## config.mk

```make
export PLATFORM = sky130hd
export DESIGN_NAME = ct_timer
export DESIGN_NICKNAME = d
export VERILOG_FILES = /design/src/rtl/ct_timer_pkg.sv /design/src/rtl/ct_timer_ctrl.sv /design/src/rtl/ct_timer_dp.sv /design/src/rtl/ct_timer.sv
export SDC_FILE = /design/constraint.sdc
export NUM_CORES = 1
export LEC_CHECK = 0
export BUFFER_PORTS_ARGS = -buffer_cell sky130_fd_sc_hd__buf_2
export CELL_PAD_IN_SITES_DETAIL_PLACEMENT = 1
export CELL_PAD_IN_SITES_GLOBAL_PLACEMENT = 1
export CORE_ASPECT_RATIO = 1.2
export CORE_MARGIN = 2
export CORE_UTILIZATION = 46
export CTS_BUF_LIST = sky130_fd_sc_hd__clkbuf_4 sky130_fd_sc_hd__clkbuf_8
export CTS_CLUSTER_SIZE = 25
export DETAILED_ROUTE_END_ITERATION = 10
export GPL_ROUTABILITY_DRIVEN = 0
export PLACE_DENSITY_LB_ADDON = 0.1
export SKIP_LAST_GASP = 1
export SYNTH_ARGS = -nofsm -noshare
export SYNTH_HDL_FRONTEND = slang
export SYNTH_HIERARCHICAL = 1
export SYNTH_SLANG_ARGS = --single-unit
```

## constraint.sdc

```tcl
create_clock -name clk -period 3.3 [get_ports clk]
set_clock_uncertainty 0.2 [all_clocks]
set_input_delay 0.165 -clock clk [delete_from_list [all_inputs] [get_ports clk]]
set_output_delay 0.165 -clock clk [all_outputs]
set_load 0.02 [all_outputs]
```

## src/rtl/ct_timer_pkg.sv

```systemverilog
package ct_timer_pkg;

  typedef enum logic {
    MODE_TIMER   = 1'b0,
    MODE_COUNTER = 1'b1
  } ctMode_e;

  // strobes from control to datapath, one cycle each
  typedef struct packed {
    logic loadCnt;
    logic decCnt;
    logic outHigh;
    logic outLow;
    logic outToggle;
    logic setRdy;
    logic clrRdy;
  } ctStrobe_t;

endpackage

```

## src/rtl/ct_timer_ctrl.sv

```systemverilog
module ct_timer_ctrl
  import ct_timer_pkg::*;
#(
  parameter int ADDR_W = 4,
  parameter logic [ADDR_W-1:0] ADDR_START = 'hE,
  parameter logic [ADDR_W-1:0] ADDR_STOP  = 'hF,
  parameter int PRE_DIV = 16
) (
  input  logic              clk,
  input  logic              rstN,
  input  logic              tickEn,
  input  logic              preSel,
  input  logic              modeSel,
  input  logic              rdEn,
  input  logic [ADDR_W-1:0] rdAddr,
  input  logic              cntIsOne,
  input  logic              outLvl,
  output ctStrobe_t         strb,
  output logic              countVisible
);

  localparam int PRE_W = (PRE_DIV > 1) ? $clog2(PRE_DIV) : 1;
  localparam logic [PRE_W-1:0] PRE_LAST = PRE_W'(PRE_DIV - 1);

  ctMode_e mode;
  logic running;
  logic [PRE_W-1:0] preCnt;
  logic startCmd, stopCmd, step;

  assign mode     = ctMode_e'(modeSel);
  assign startCmd = rdEn && (rdAddr == ADDR_START);
  assign stopCmd  = rdEn && (rdAddr == ADDR_STOP);
  assign step     = running && tickEn && (!preSel || (preCnt == PRE_LAST));
  assign countVisible = (mode == MODE_COUNTER);

  always_ff @(posedge clk or negedge rstN) begin
    if (!rstN) begin
      running <= 1'b0;
      preCnt  <= '0;
    end else begin
      if (startCmd) begin
        running <= 1'b1;
        preCnt  <= '0;
      end else begin
        if (stopCmd && (mode == MODE_COUNTER)) running <= 1'b0;
        if (running && tickEn && preSel)
          preCnt <= (preCnt == PRE_LAST) ? '0 : preCnt + 1'b1;
      end
    end
  end

  always_comb begin
    strb = '0;
    if (startCmd) begin
      strb.loadCnt = 1'b1;
      strb.outHigh = 1'b1;
      strb.clrRdy  = 1'b1;
    end else if (mode == MODE_COUNTER) begin
      if (stopCmd) begin
        strb.clrRdy  = 1'b1;
        strb.outHigh = 1'b1;
      end else if (step) begin
        strb.decCnt = 1'b1;
        if (cntIsOne) begin
          strb.setRdy = 1'b1;
          strb.outLow = 1'b1;
        end
      end
    end else begin
      if (step) begin
        if (cntIsOne) begin
          strb.loadCnt   = 1'b1;
          strb.outToggle = 1'b1;
          strb.setRdy    = !outLvl;
        end else begin
          strb.decCnt = 1'b1;
        end
      end
      if (stopCmd) strb.clrRdy = 1'b1;
    end
  end

endmodule

```

## src/rtl/ct_timer_dp.sv

```systemverilog
module ct_timer_dp
  import ct_timer_pkg::*;
#(
  parameter int BYTE_W = 8,
  parameter int ADDR_W = 4,
  parameter logic [ADDR_W-1:0] ADDR_CNT_HI = 'hC,
  parameter logic [ADDR_W-1:0] ADDR_CNT_LO = 'hD
) (
  input  logic              clk,
  input  logic              rstN,
  input  logic              wrEn,
  input  logic              wrHigh,
  input  logic [BYTE_W-1:0] wrData,
  input  ctStrobe_t         strb,
  input  logic              countVisible,
  input  logic [ADDR_W-1:0] rdAddr,
  output logic [BYTE_W-1:0] rdData,
  output logic              cntIsOne,
  output logic              outLvl,
  output logic              ready
);

  localparam int CNT_W = 2 * BYTE_W;
  localparam int NBYTE = 2;

  logic [BYTE_W-1:0] preByte [NBYTE];
  logic [CNT_W-1:0]  preAll;
  logic [CNT_W-1:0]  count;

  for (genvar b = 0; b < NBYTE; b++) begin : g_pre
    always_ff @(posedge clk or negedge rstN) begin
      if (!rstN)                             preByte[b] <= '0;
      else if (wrEn && (wrHigh == (b == 1))) preByte[b] <= wrData;
    end
  end

  assign preAll   = {preByte[1], preByte[0]};
  assign cntIsOne = (count == CNT_W'(1));

  always_ff @(posedge clk or negedge rstN) begin
    if (!rstN) begin
      count  <= '0;
      outLvl <= 1'b1;
      ready  <= 1'b0;
    end else begin
      if (strb.loadCnt)     count <= preAll;
      else if (strb.decCnt) count <= count - 1'b1;

      if (strb.outHigh)        outLvl <= 1'b1;
      else if (strb.outLow)    outLvl <= 1'b0;
      else if (strb.outToggle) outLvl <= !outLvl;

      if (strb.clrRdy)      ready <= 1'b0;
      else if (strb.setRdy) ready <= 1'b1;
    end
  end

  always_comb begin
    rdData = '0;
    if (countVisible) begin
      if (rdAddr == ADDR_CNT_HI)      rdData = count[CNT_W-1 -: BYTE_W];
      else if (rdAddr == ADDR_CNT_LO) rdData = count[BYTE_W-1:0];
    end
  end

endmodule

```

## src/rtl/ct_timer.sv

```systemverilog
module ct_timer
  import ct_timer_pkg::*;
#(
  parameter int BYTE_W = 8,
  parameter int ADDR_W = 4,
  parameter logic [ADDR_W-1:0] ADDR_START  = 'hE,
  parameter logic [ADDR_W-1:0] ADDR_STOP   = 'hF,
  parameter logic [ADDR_W-1:0] ADDR_CNT_HI = 'hC,
  parameter logic [ADDR_W-1:0] ADDR_CNT_LO = 'hD,
  parameter int PRE_DIV = 16
) (
  input  logic              clk,
  input  logic              rstN,
  input  logic              tickEn,
  input  logic              preSel,
  input  logic              modeSel,
  input  logic              wrEn,
  input  logic              wrHigh,
  input  logic [BYTE_W-1:0] wrData,
  input  logic              rdEn,
  input  logic [ADDR_W-1:0] rdAddr,
  output logic [BYTE_W-1:0] rdData,
  output logic              sqOut,
  output logic              ready
);

  ctStrobe_t strb;
  logic cntIsOne, outLvl, countVisible;

  ct_timer_ctrl #(
    .ADDR_W(ADDR_W), .ADDR_START(ADDR_START), .ADDR_STOP(ADDR_STOP), .PRE_DIV(PRE_DIV)
  ) u_ctrl (
    .clk(clk), .rstN(rstN), .tickEn(tickEn), .preSel(preSel), .modeSel(modeSel),
    .rdEn(rdEn), .rdAddr(rdAddr), .cntIsOne(cntIsOne), .outLvl(outLvl),
    .strb(strb), .countVisible(countVisible)
  );

  ct_timer_dp #(
    .BYTE_W(BYTE_W), .ADDR_W(ADDR_W), .ADDR_CNT_HI(ADDR_CNT_HI), .ADDR_CNT_LO(ADDR_CNT_LO)
  ) u_dp (
    .clk(clk), .rstN(rstN), .wrEn(wrEn), .wrHigh(wrHigh), .wrData(wrData),
    .strb(strb), .countVisible(countVisible), .rdAddr(rdAddr), .rdData(rdData),
    .cntIsOne(cntIsOne), .outLvl(outLvl), .ready(ready)
  );

  assign sqOut = outLvl;

endmodule

```

After elaboration in Yosys (flattened, before gate mapping)
Index checks and enable logic that the tools add are counted.

Input bits: 20. Register bits after elaboration: 39. Output and inout bits: 10.

Add/subtract/negate cells: 2. Equality and inequality tests: 6. Multiplexer cells: 35. Reduce and logical (&&, ||, !) cells: 16. Bitwise operators: 1.

Operators by type and width (count): 16-bit two-way mux (2); 8-bit two-way mux (3); 1-bit two-way mux (21); 4-bit == test, second input constant (5); 16-bit by 1-bit == test with 1-bit output, second input constant (1); 16-bit by 1-bit subtractor with 16-bit output, second input constant (1); 4-bit two-way mux (3); 2-bit two-way mux (5); 1-bit logical AND (8); 2-bit nonzero test (4); 4-bit by 1-bit adder with 4-bit output, second input constant (1); 3-bit two-way mux (1); 3-bit nonzero test (1); 1-bit logical NOT (2); 1-bit logical OR (1); 1-bit inverter (1).

Depth between registers and ports, before layout
Depth after elaboration: 10. Depth in mapped cells: 10. Mapped depth without buffers: 9.

Cells and area by module
Netlist, hierarchy kept.

Modules (own cells, without submodules): ct_timer_dp (instances 1, sequential area each 852.1 um^2, area an instance 1737.9 um^2, cells an instance 163); ct_timer_ctrl (instances 1, sequential area each 125.1 um^2, area an instance 342.8 um^2, cells an instance 40).

Least setup slack after synthesis
Ideal clock, no wire load.

Kind: reg-to-reg. From: reg u_dp.count[5]. To: reg u_dp.count[12]. Buffers on the path: 0. Arrival: 2531 ps. Clock period less this slack: 2856 ps. Cell stages (with the launch flop): 10. Required time: 2975 ps. Setup slack: 444 ps. Cells stage by stage: dfrtp_1 nor4_4 nand4b_1 nor4b_1 nand2_1 and3_1 and3b_1 nand4_1 xnor2_1 mux2_2.

RTL lines: start: declaration (RTL line ct_timer_dp.sv:28) `logic [CNT_W-1:0] count;`; start signal: assignment (RTL line ct_timer_dp.sv:46) `if (strb.loadCnt) count <= preAll;`; start signal: assignment (RTL line ct_timer_dp.sv:47) `else if (strb.decCnt) count <= count - 1'b1;`.

==> results.sh <==
export IMPL_status="finished clean"
export IMPL_max_freq_mhz=346
export IMPL_synth_warnings=6
export IMPL_core_area_um2=4290
export IMPL_tightest_slew_ns=1.03
export IMPL_finalCriticalPeriod_ns=2.89
export IMPL_critPathKind="reg -> reg"
export IMPL_clk_path_buf_depth=2
export IMPL_dp_hpwl_mm=3.86
export IMPL_initial_core_util_pct=48.5
export IMPL_totalWireLength_mm=5.21
export IMPL_antenna_found_initial=0
export IMPL_async_reset_ff_share_pct=100
export IMPL_maxCapViolCount=0
export IMPL_cts_clk_slew_worst_paths_ns=0.08
export IMPL_insertion_delay_ns=0.28
export IMPL_rsz0062_at_grt="no"
export IMPL_placed_cells=285
export IMPL_crit_fanout=7
export IMPL_finalNetCount=269
export IMPL_grt_pass1_vias=1853
export IMPL_rows=26
export IMPL_instances_no_fill=303
export IMPL_fill_cells=504
export IMPL_ys_types=45
export IMPL_clock_sinks=39
export IMPL_num_vias=1689
export IMPL_ir_drop_v=0.000306
export IMPL_grt_max_degree=40
export IMPL_required_ns=3.27
export IMPL_synth_seq_area_share_pct=47.0
export IMPL_gr_total_overflow=0
export IMPL_drc=0
export IMPL_relSlewSlack_pct=31.2
export IMPL_synth_ff_type="dfrtp_1"
export IMPL_slew_violations=0
export IMPL_cts_buffers=5
export IMPL_die_x_um=65.4
export IMPL_layout_drive_gt1_share_pct=26.7
export IMPL_min_path_cells=4
export IMPL_ios=30
export IMPL_end_kind="register"
export IMPL_fp_dieH_um=77.7
export IMPL_finalHoldViolations=0
export IMPL_syn_inst=203
export IMPL_syn_cell_area_um2=2080
export IMPL_leakage_nw=1.08
export IMPL_powerDensity_nw_per_um2=620
export IMPL_start_kind="register"
export IMPL_die_area_um2=5080
export IMPL_tns_ns=0
export IMPL_postCtsSetupBuffers=0
export IMPL_n_antenna_cell=0
export IMPL_regArea_um2=977
export IMPL_timing_final_crit_share_pct=87.7
export IMPL_crit_arrival_ns=2.87
export IMPL_post_synth_cell_area_avg_um2=10.2
export IMPL_grt_pass1_wl_mm=8.68
export IMPL_multi_input_area_um2=1050
export IMPL_root_buffer="clkbuf_8"
export IMPL_final_setup_viol_count=0
export IMPL_ant_nets=0
export IMPL_drt_wirelength_per_cell_um=17.2
export IMPL_area_delta_synth_final_pct=19.1
export IMPL_synth_seq_cells=39
export IMPL_drt_iter0_drc=39
export IMPL_power_total_mw=1.54
export IMPL_io_buffers=29
export IMPL_synth_edff_count=0
export IMPL_r2r_cells=9
export IMPL_cts_tree="yes"
export IMPL_grt_use_total_pct=21.7
export IMPL_hold_class="in -> reg"
export IMPL_synthesis_nets=226
export IMPL_cts_htree_levels=2
export IMPL_drt_pass1_iter_count=5
export IMPL_vias_per_cell=5.57
-- worst max-delay path, cell delays in order (launching register included) --
cell	delay, ns
dfrtp_1	0.44
nor3_2	0.39
nand4b_1	0.21
nor4b_1	0.42
nand2_1	0.12
and3_1	0.28
and3b_1	0.28
nand4_1	0.13
xnor2_1	0.07
mux2_2	0.26
-- cell families (layout without fill, tap and decap cells) --
| kind of cell | count (synthesis) | after routing | share of synthesized area [%] |
|---|---|---|---|
| buffers and inverters | 13 | 57 | 2.89 |
| XOR/XNOR | 13 | 13 | 5.47 |
| AND/OR/NAND/NOR | 77 | 77 | 20.9 |
| adder cells (fa/ha/maj) | 3 | 3 | 1.80 |
| AO/OA/AOI/OAI | 39 | 39 | 11.8 |
| multiplexers | 19 | 19 | 10.2 |
| flip-flops | 39 | 39 | 47.0 |
-- area by class of cell --
cell class	count	share of cell area (%)
clock inverters	2	0.505
clock buffers	6	3.08
multi-input cells	151	42.3
repair buffers	42	10.8
well taps	56	2.83
flip-flops and latches	39	39.4
inverters	7	1.06
-- cell usage after synthesis (2+ instances only) --
| cell type | instances | share of area (%) |
|---|---|---|
| dfrtp_1 | 38 | 46 |
| nand2_1 | 26 | 4.7 |
| mux2_2 | 17 | 9.2 |
| o21ai_0 | 17 | 4.1 |
| nor2_1 | 12 | 2.2 |
| nor2b_1 | 9 | 2.7 |
| a22oi_1 | 8 | 2.9 |
| xor2_1 | 8 | 3.4 |
| inv_1 | 7 | 1.3 |
| nand4_1 | 6 | 1.8 |
| xnor2_1 | 5 | 2.1 |
| a21oi_1 | 4 | 0.96 |
| clkbuf_1 | 4 | 0.72 |
| ha_1 | 3 | 1.8 |
| nand3_1 | 3 | 0.72 |
| nor3_1 | 3 | 0.72 |
| a21o_1 | 2 | 0.72 |
| mux2i_1 | 2 | 0.96 |
| nand3b_1 | 2 | 0.72 |
| nor3b_1 | 2 | 0.72 |
-- layout by cell type, fill, tap and decap left out, drive strengths merged, types with 3 or more instances in the layout --
master       count
dfrtp           38
buf             32
nand2           27
o21ai           17
mux2            17
nor2            12
dlygate4sd3     10
nor2b            9
xor2             8
a22oi            8
inv              7
nand4            6
clkbuf           6
xnor2            5
a21oi            5
nand3            4
ha               3
nor3             3
-- flip-flops by register name, summed over array words and instances, names as in the netlist --
name,cells
u_ctrl/preCnt,4
u_dp/outLvl,1
u_ctrl/running,1
u_dp/preAll,16
u_dp/ready,1
u_dp/count,16
-- timing repair --
item,4_1_cts,5_1_grt
hold buffers,10,0
resized for setup,0,1
endpoints found under the setup margin,0,2
endpoints found under the hold margin,55,0
-- final timing paths --
check                          startpoint                to  slack [ns]
max                         u_dp/count[9]    u_dp/count[12]        0.41
min                                tickEn  u_ctrl/preCnt[0]        0.09
max reg2reg                 u_dp/count[9]    u_dp/count[12]        0.41
min reg2reg                u_dp/preAll[7]     u_dp/count[7]        0.29
max in group asynchronous            rstN     u_dp/count[3]        2.03
min in group asynchronous            rstN  u_ctrl/preCnt[0]        0.33
-- power by group --
| group | leakage (nW) | total (mW) | internal, mW | switching, mW |
|---|---|---|---|---|
| sequential | 0.471 | 0.802 | 0.612 | 0.190 |
| combinational | 0.562 | 0.412 | 0.202 | 0.210 |
| clock | 0.0446 | 0.322 | 0.156 | 0.166 |
| total | 1.08 | 1.54 | 0.970 | 0.566 |
-- through the flow --
stage | util [%] | setup WS [ns] | hold WS (ns) | area [µm²]
2_1_floorplan | - | 0.444 | -0.331 | 2080
3_3_place_gp | 53.2 | 0.468 | 0.123 | 2280
3_5_place_dp | 53.2 | 0.262 | 0.129 | 2280
4_1_cts | 57.6 | 0.225 | 0.0948 | 2470
5_1_grt | 57.7 | 0.191 | 0.109 | 2480
6_report | 57.7 | 0.406 | 0.0936 | 2480
-- routing by layer --
| layer | global-route usage [%] | vias to the layer above | wire, µm |
|---|---|---|---|
| met5 | 0 | - | 0 |
| met4 | 6.67 | 0 | 79 |
| met3 | 2.03 | 9 | 131 |
| met2 | 41.3 | 32 | 2920 |
| met1 | 24.9 | 840 | 2080 |
| li1 | - | 808 | - |
Note: power is estimated with default switching activity, not from simulation.
